**config.mk**
```make
export PLATFORM = sky130hd
export DESIGN_NAME = holdover_freq_reg
export DESIGN_NICKNAME = d
export VERILOG_FILES = /design/src/rtl/hofreq_pkg.sv /design/src/rtl/hofreq_ctrl.sv /design/src/rtl/hofreq_dpath.sv /design/src/rtl/holdover_freq_reg.sv
export SDC_FILE = /design/constraint.sdc
export NUM_CORES = 1
export LEC_CHECK = 0
export ABC_CLOCK_PERIOD_IN_PS = 4120
export BUFFER_PORTS_ARGS = -buffer_cell sky130_fd_sc_hd__clkbuf_2
export CAP_MARGIN = 20
export CORE_MARGIN = 3
export CORE_UTILIZATION = 50
export CTS_CLUSTER_SIZE = 24
export DETAILED_ROUTE_END_ITERATION = 7
export GPL_TIMING_DRIVEN = 1
export PLACE_DENSITY_LB_ADDON = 0.3
export SYNTH_ARGS = -nofsm -noshare
export SYNTH_HDL_FRONTEND = slang
export SYNTH_SLANG_ARGS = --single-unit
```
**constraint.sdc**
```tcl
create_clock -name clk -period 4.12 [get_ports clk]
set_input_delay 0 -clock clk [delete_from_list [all_inputs] [get_ports clk]]
set_output_delay 0 -clock clk [all_outputs]
set_load 0.03 [all_outputs]
```
**src/rtl/hofreq_pkg.sv**
```systemverilog
package hofreq_pkg;

  localparam int CFG_BITS   = 4;
  localparam int CFG_MANUAL = 0;
  localparam int CFG_AUTO   = 1;
  localparam int CFG_FAST   = 2;
  localparam int CFG_RDAVG  = 3;

  localparam int ADDR_FREQ  = 0;
  localparam int ADDR_CFG   = 1;

  typedef enum logic {
    HOLD_STORED = 1'b0,
    HOLD_AVG    = 1'b1
  } holdSrc_e;

  typedef enum logic [1:0] {
    RD_STORED = 2'd0,
    RD_AVG    = 2'd1,
    RD_CFG    = 2'd2,
    RD_NONE   = 2'd3
  } rdSrc_e;

  typedef struct packed {
    logic     loadFreq;
    logic     stepAvg;
    logic     useFast;
    holdSrc_e holdSrc;
    rdSrc_e   rdSrc;
  } hofreq_ctl_t;

endpackage

```
**src/rtl/hofreq_ctrl.sv**
```systemverilog
module hofreq_ctrl
  import hofreq_pkg::*;
#(
  parameter int ADDR_W = 2
) (
  input  logic                clk,
  input  logic                rstN,
  input  logic                regWe,
  input  logic [ADDR_W-1:0]   regAddr,
  input  logic [CFG_BITS-1:0] cfgWdata,
  input  logic                sampleValid,
  input  logic                inHoldover,
  output hofreq_ctl_t         ctl,
  output logic [CFG_BITS-1:0] cfgQ
);

  logic addrFreq;
  logic addrCfg;

  assign addrFreq = (regAddr == ADDR_W'(ADDR_FREQ));
  assign addrCfg  = (regAddr == ADDR_W'(ADDR_CFG));

  always_ff @(posedge clk) begin
    if (!rstN) begin
      cfgQ <= '0;
    end else if (regWe && addrCfg) begin
      cfgQ <= cfgWdata;
    end
  end

  always_comb begin
    ctl.loadFreq = regWe && addrFreq;
    ctl.stepAvg  = sampleValid && !inHoldover;
    ctl.useFast  = cfgQ[CFG_AUTO] && cfgQ[CFG_FAST];
    ctl.holdSrc  = (!cfgQ[CFG_MANUAL] && cfgQ[CFG_AUTO]) ? HOLD_AVG : HOLD_STORED;
    if (addrFreq) begin
      ctl.rdSrc = cfgQ[CFG_RDAVG] ? RD_AVG : RD_STORED;
    end else if (addrCfg) begin
      ctl.rdSrc = RD_CFG;
    end else begin
      ctl.rdSrc = RD_NONE;
    end
  end

  AST_CFG_LOAD: assert property (@(posedge clk) disable iff (!rstN)
    (regWe && addrCfg) |=> (cfgQ == $past(cfgWdata)));

endmodule

```
**src/rtl/hofreq_dpath.sv**
```systemverilog
module hofreq_dpath
  import hofreq_pkg::*;
#(
  parameter int DATA_W = 16,
  parameter int FAST_K = 2,
  parameter int SLOW_K = 5
) (
  input  logic                clk,
  input  logic                rstN,
  input  hofreq_ctl_t         ctl,
  input  logic [DATA_W-1:0]   wdata,
  input  logic [DATA_W-1:0]   sampleFreq,
  input  logic [CFG_BITS-1:0] cfgWord,
  output logic [DATA_W-1:0]   storedQ,
  output logic [DATA_W-1:0]   avgQ,
  output logic [DATA_W-1:0]   holdFreq,
  output logic [DATA_W-1:0]   rdData
);

  localparam int EXT_W = DATA_W + 1;

  logic signed [EXT_W-1:0]  diff;
  logic signed [EXT_W-1:0]  stepFast;
  logic signed [EXT_W-1:0]  stepSlow;
  logic signed [EXT_W-1:0]  stepSel;
  logic        [DATA_W-1:0] avgNext;
  logic        [DATA_W-1:0] rdNext;

  // Sign-extended difference, then floor shift by the selected constant
  assign diff     = $signed({sampleFreq[DATA_W-1], sampleFreq}) - $signed({avgQ[DATA_W-1], avgQ});
  assign stepFast = diff >>> FAST_K;
  assign stepSlow = diff >>> SLOW_K;
  assign stepSel  = ctl.useFast ? stepFast : stepSlow;
  assign avgNext  = avgQ + stepSel[DATA_W-1:0];

  always_ff @(posedge clk) begin
    if (!rstN) begin
      storedQ <= '0;
      avgQ    <= '0;
    end else begin
      if (ctl.loadFreq) storedQ <= wdata;
      if (ctl.stepAvg)  avgQ    <= avgNext;
    end
  end

  assign holdFreq = (ctl.holdSrc == HOLD_AVG) ? avgQ : storedQ;

  always_comb begin
    rdNext = '0;
    unique case (ctl.rdSrc)
      RD_STORED: rdNext = storedQ;
      RD_AVG:    rdNext = avgQ;
      RD_CFG:    rdNext[CFG_BITS-1:0] = cfgWord;
      default:   rdNext = '0;
    endcase
  end

  always_ff @(posedge clk) begin
    if (!rstN) rdData <= '0;
    else       rdData <= rdNext;
  end

  AST_AVG_HOLD: assert property (@(posedge clk) disable iff (!rstN)
    !ctl.stepAvg |=> $stable(avgQ));

endmodule

```
**src/rtl/holdover_freq_reg.sv**
```systemverilog
module holdover_freq_reg
  import hofreq_pkg::*;
#(
  parameter int DATA_W = 16,
  parameter int ADDR_W = 2,
  parameter int FAST_K = 2,
  parameter int SLOW_K = 5
) (
  input  logic              clk,
  input  logic              rstN,
  input  logic              sampleValid,
  input  logic [DATA_W-1:0] sampleFreq,
  input  logic              inHoldover,
  input  logic              regWe,
  input  logic [ADDR_W-1:0] regAddr,
  input  logic [DATA_W-1:0] regWdata,
  output logic [DATA_W-1:0] regRdata,
  output logic [DATA_W-1:0] holdFreq
);

  hofreq_ctl_t         ctl;
  logic [CFG_BITS-1:0] cfgQ;
  logic [DATA_W-1:0]   storedQ;
  logic [DATA_W-1:0]   avgQ;

  hofreq_ctrl #(.ADDR_W(ADDR_W)) u_ctrl (
    .clk         (clk),
    .rstN        (rstN),
    .regWe       (regWe),
    .regAddr     (regAddr),
    .cfgWdata    (regWdata[CFG_BITS-1:0]),
    .sampleValid (sampleValid),
    .inHoldover  (inHoldover),
    .ctl         (ctl),
    .cfgQ        (cfgQ)
  );

  hofreq_dpath #(.DATA_W(DATA_W), .FAST_K(FAST_K), .SLOW_K(SLOW_K)) u_dpath (
    .clk        (clk),
    .rstN       (rstN),
    .ctl        (ctl),
    .wdata      (regWdata),
    .sampleFreq (sampleFreq),
    .cfgWord    (cfgQ),
    .storedQ    (storedQ),
    .avgQ       (avgQ),
    .holdFreq   (holdFreq),
    .rdData     (regRdata)
  );

  logic signed [DATA_W-1:0] avgS;
  logic signed [DATA_W-1:0] sampleS;
  assign avgS    = avgQ;
  assign sampleS = sampleFreq;

  AST_AVG_FROZEN: assert property (@(posedge clk) disable iff (!rstN)
    (!sampleValid || inHoldover) |=> $stable(avgQ));

  AST_AVG_BETWEEN: assert property (@(posedge clk) disable iff (!rstN)
    (sampleValid && !inHoldover) |=>
      (((avgS >= $past(avgS)) && (avgS <= $past(sampleS))) ||
       ((avgS <= $past(avgS)) && (avgS >= $past(sampleS)))));

  AST_MANUAL_WRITE: assert property (@(posedge clk) disable iff (!rstN)
    (regWe && regAddr == ADDR_W'(ADDR_FREQ) && cfgQ[CFG_MANUAL]) |=>
      (holdFreq == $past(regWdata)));

  AST_READ_AVG: assert property (@(posedge clk) disable iff (!rstN)
    (regAddr == ADDR_W'(ADDR_FREQ) && cfgQ[CFG_RDAVG]) |=> (regRdata == $past(avgQ)));

  AST_UNUSED_ADDR: assert property (@(posedge clk) disable iff (!rstN)
    (regWe && regAddr > ADDR_W'(ADDR_CFG)) |=> ($stable(storedQ) && $stable(cfgQ)));

endmodule

```
==> flow_summary.ini <==
[outcome]
status = complete, no violations

[setup_path]
worstPathBufferInverterCount = 1
crit_family = compound AO/OA/AOI/OAI gates
crit_chain = inv_2, ha_4, a21o_1, a31o_2, a31o_4, a31o_4, a311oi_2, xor2_1, mux2i_1, ha_1, a21o_1, a21o_1, a21o_1, a221o_1, a41oi_2, xor2_1, o22ai_1
required_ns = 4.31
cp_slowest_cell = dfxtp_1
reg2reg_slack_ns = 0.16
cp.arrival_ns = 4.15
r2r-end = u_dpath.avgQ[14]
cp_num_cells = 17
start_kind = flop
critical_path_class = flop to flop
crit_path_end = u_dpath.avgQ[14]
startpoint = u_dpath.avgQ[2]
rr_worst_depth = 17
cp-end-kind = flop
cp_slowest_stage_delay_ns = 0.36
rr_startpoint = u_dpath.avgQ[2]
cpMostUsedCell = a21o_1
path_max_fanout = 6

[job]
max-cap-violations = 0

[yosys]
yosys_warnings = 0
ys.flop_type = dfxtp_1
syn_avg_cell_area_um2 = 7.774
synth_edf_count = 0
yosys.area.top_type = dfxtp_1
ys_types = 54
synth_cells = 483
synth_top_area_share_pct = 27.72
synthTopCellsByArea = dfxtp_1 (28%), ha_1 (11%), nand2_1 (8.2%), a21oi_1 (6.3%), mux2i_1 (6.1%)
syn_area_um2 = 3755
ys_ff_latch = 52
ys_async_sr_fraction_pct = 0
syn-num-nets = 555
seq_area_frac_synth_pct = 27.72

[route]
firstDrtPassIters = 5
wl_per_cell_um = 15.50
ant_nets = 0
wl_um = 10280
viasPerCell = 5.662
vias = 3754
drt_iter0_drc = 254
drc = 0

[clocking]
cts_tree = done
clk_pin_slew_ns = 0.10
cts_buffer_depth = 2
cts.sinks = 52
worstSkewPairLatency_ns = 0.30
htreeDepth = 2
cts_made_buffers = 5
root_buffer = clkbuf_8

[floorplan]
die_y_um = 92.66
die-area_um2 = 8586
core_area_um2 = 7019
die_width_um = 92.66
io_pins = 71
core.rowCount = 30
start_util_pct = 53.49

[placed_design]
hpwl_um = 7818
placed_area_um2 = 4213
routabilityCongestion = 0.9492
io_buffers = 70

[timing]
holdWs_ns = 0.07304
tightestPinTransition_ns = 1.034
fin_crit_ns = 3.958
report.final.slew_viol_count = 0
fmax_ghz = 0.2526
relSlewSlack_pct = 30.76
setup_viol = 0
hold_violations = 0
finClkSkew_ns = 0.004589
finalCritPeriodShare_pct = 96.07
setup_tns_ns = 0

[global_route]
grt_antenna_before_repair = 0
gr-usage-all-layers_pct = 23.45
grt.overflow.total = 0
grt_pass1_vias = 3426
grt_max_degree = 32
grt_pass1_wl_um = 16560

[power]
leakagePower_nw = 1.941
ir_drop_uv = 208.7
p_per_area_nw_per_um2 = 412.9

[cells_and_area]
drive_above_1_share_pct = 22.40
finish.utilization_pct = 65.78
nNetsFinal = 639
num_antenna_cells = 0
fin_area_um2 = 4617
ff_latch_area_um2 = 1042
fill_cells = 615
area_growth_pct = 22.96
multiInputGateArea_um2 = 2624

[min_path]
hold_class = input pin to flop
[flip-flops by register name, indices dropped and copies added, names as in the netlist]
name / flops
u_ctrl.cfgQ: 4
u_dpath.avgQ: 16
u_dpath.rdData: 16
u_dpath.storedQ: 16
[worst register-to-register path, stage by stage (launching register included)]
cell and delay, ns:
dfxtp_1 0.36, inv_2 0.06, ha_4 0.22, a21o_1 0.15
a31o_2 0.24, a31o_4 0.28, a31o_4 0.26, a311oi_2 0.21
xor2_1 0.21, mux2i_1 0.11, ha_1 0.37, a21o_1 0.21
a21o_1 0.18, a21o_1 0.18, a221o_1 0.33, a41oi_2 0.20
xor2_1 0.18, o22ai_1 0.09
[through the flow]
stage	instances	total power (W)	setup slack (ns)
2_1_floorplan	483	0.001221	0.1752
3_3_place_gp	638	0.001403	0.1515
3_5_place_dp	638	0.001423	0.04978
4_1_cts	661	0.001837	0.02379
5_1_grt	663	0.002031	-0.05428
6_report	663	0.001906	0.1618
[Yosys cell counts (all sizes together) (2+ instances only)]
master   n
nor3     2
a21o    13
or3      2
nand2b   7
o21a     5
clkbuf  17
and2     4
inv     20
a21oi   48
xor2    11
a31o     3
o21bai   3
buf      7
nand4    2
nor3b    4
a311oi   4
ha      32
o211ai   3
nor2b    4
nand3b   2
a211oi   5
nand2   82
xnor2   10
mux2i   23
nor2    36
o21ai   39
mux2     3
nand3   10
o31ai    5
a31oi    6
nor4     2
o22ai    2
dfxtp   52
and3     5
[cells by family after synthesis]
kind of cell	after synthesis	synth area share (%)
and+or+nand+nor	164	20.23
muxes	26	7.031
xor gates and xnor gates	21	4.898
buffers and inverters	45	5.165
adders and majority gates	33	11.20
AOI/OAI and AO/OA	142	23.76
DFF	52	27.72
[worst min-delay path by stage]
stage            startpoint             endpoint  slack [ns]  depth (start not counted)
2_1_floorplan   regWdata[0]   u_dpath.storedQ[0]        0.14                          2
5_1_grt                rstN      u_dpath.avgQ[5]        0.06                          2
4_1_cts                rstN      u_dpath.avgQ[5]        0.06                          2
3_5_place_dp   regWdata[11]  u_dpath.storedQ[11]        0.23                          3
6_report               rstN      u_dpath.avgQ[5]        0.07                          2
3_3_place_gp   regWdata[12]  u_dpath.storedQ[12]        0.22                          3
[power by group]
group          switching [W]  internal, W
registers          0.0000330     0.000535
clock network       0.000170     0.000239
logic               0.000530     0.000398
[routing by layer]
| metal | wire (µm) | vias to the layer above | global-route usage [%] |
|---|---|---|---|
| li1 | - | 1865 | - |
| met1 | 4737 | 1748 | 32.52 |
| met2 | 4736 | 128 | 38.91 |
| met3 | 686 | 13 | 3.168 |
| met4 | 114 | 0 | 5.006 |
| met5 | 0 | - | 0 |
[what timing repair did]
item,in CTS,in global routing
setup buffers,0,2
gates resized for setup,0,22
endpoints found under the setup margin,0,8
endpoints found under the hold margin,20,0
hold buffers,16,0
[cell usage in the layout, fill, tap and decap left out, types with 5 or more instances in the layout]
master and n:
ha_1 27, clkbuf_8 5, nand3_1 8, mux2i_1 22
a31oi_1 5, inv_1 18, xnor2_1 10, dlygate4sd3_1 16
xor2_1 11, nor2_1 36, o21a_1 5, a21oi_1 43
and3_1 5, nand2_1 82, a21oi_2 5, clkbuf_2 70
a21o_1 13, nand2b_1 6, dfxtp_1 51, o21ai_0 37
buf_4 15
[cell type report]
| type | instances | share of cell area [%] |
|---|---|---|
| Tap cell | 96 | 2.602 |
| Inverter | 21 | 1.707 |
| Timing Repair Buffer | 101 | 13.50 |
| Clock inverter | 2 | 1.301 |
| Clock buffer | 5 | 1.491 |
| Sequential cell | 52 | 22.57 |
| Multi-Input combinational cell | 386 | 56.83 |
No activity file was read; power rests on OpenSTA's default activity.
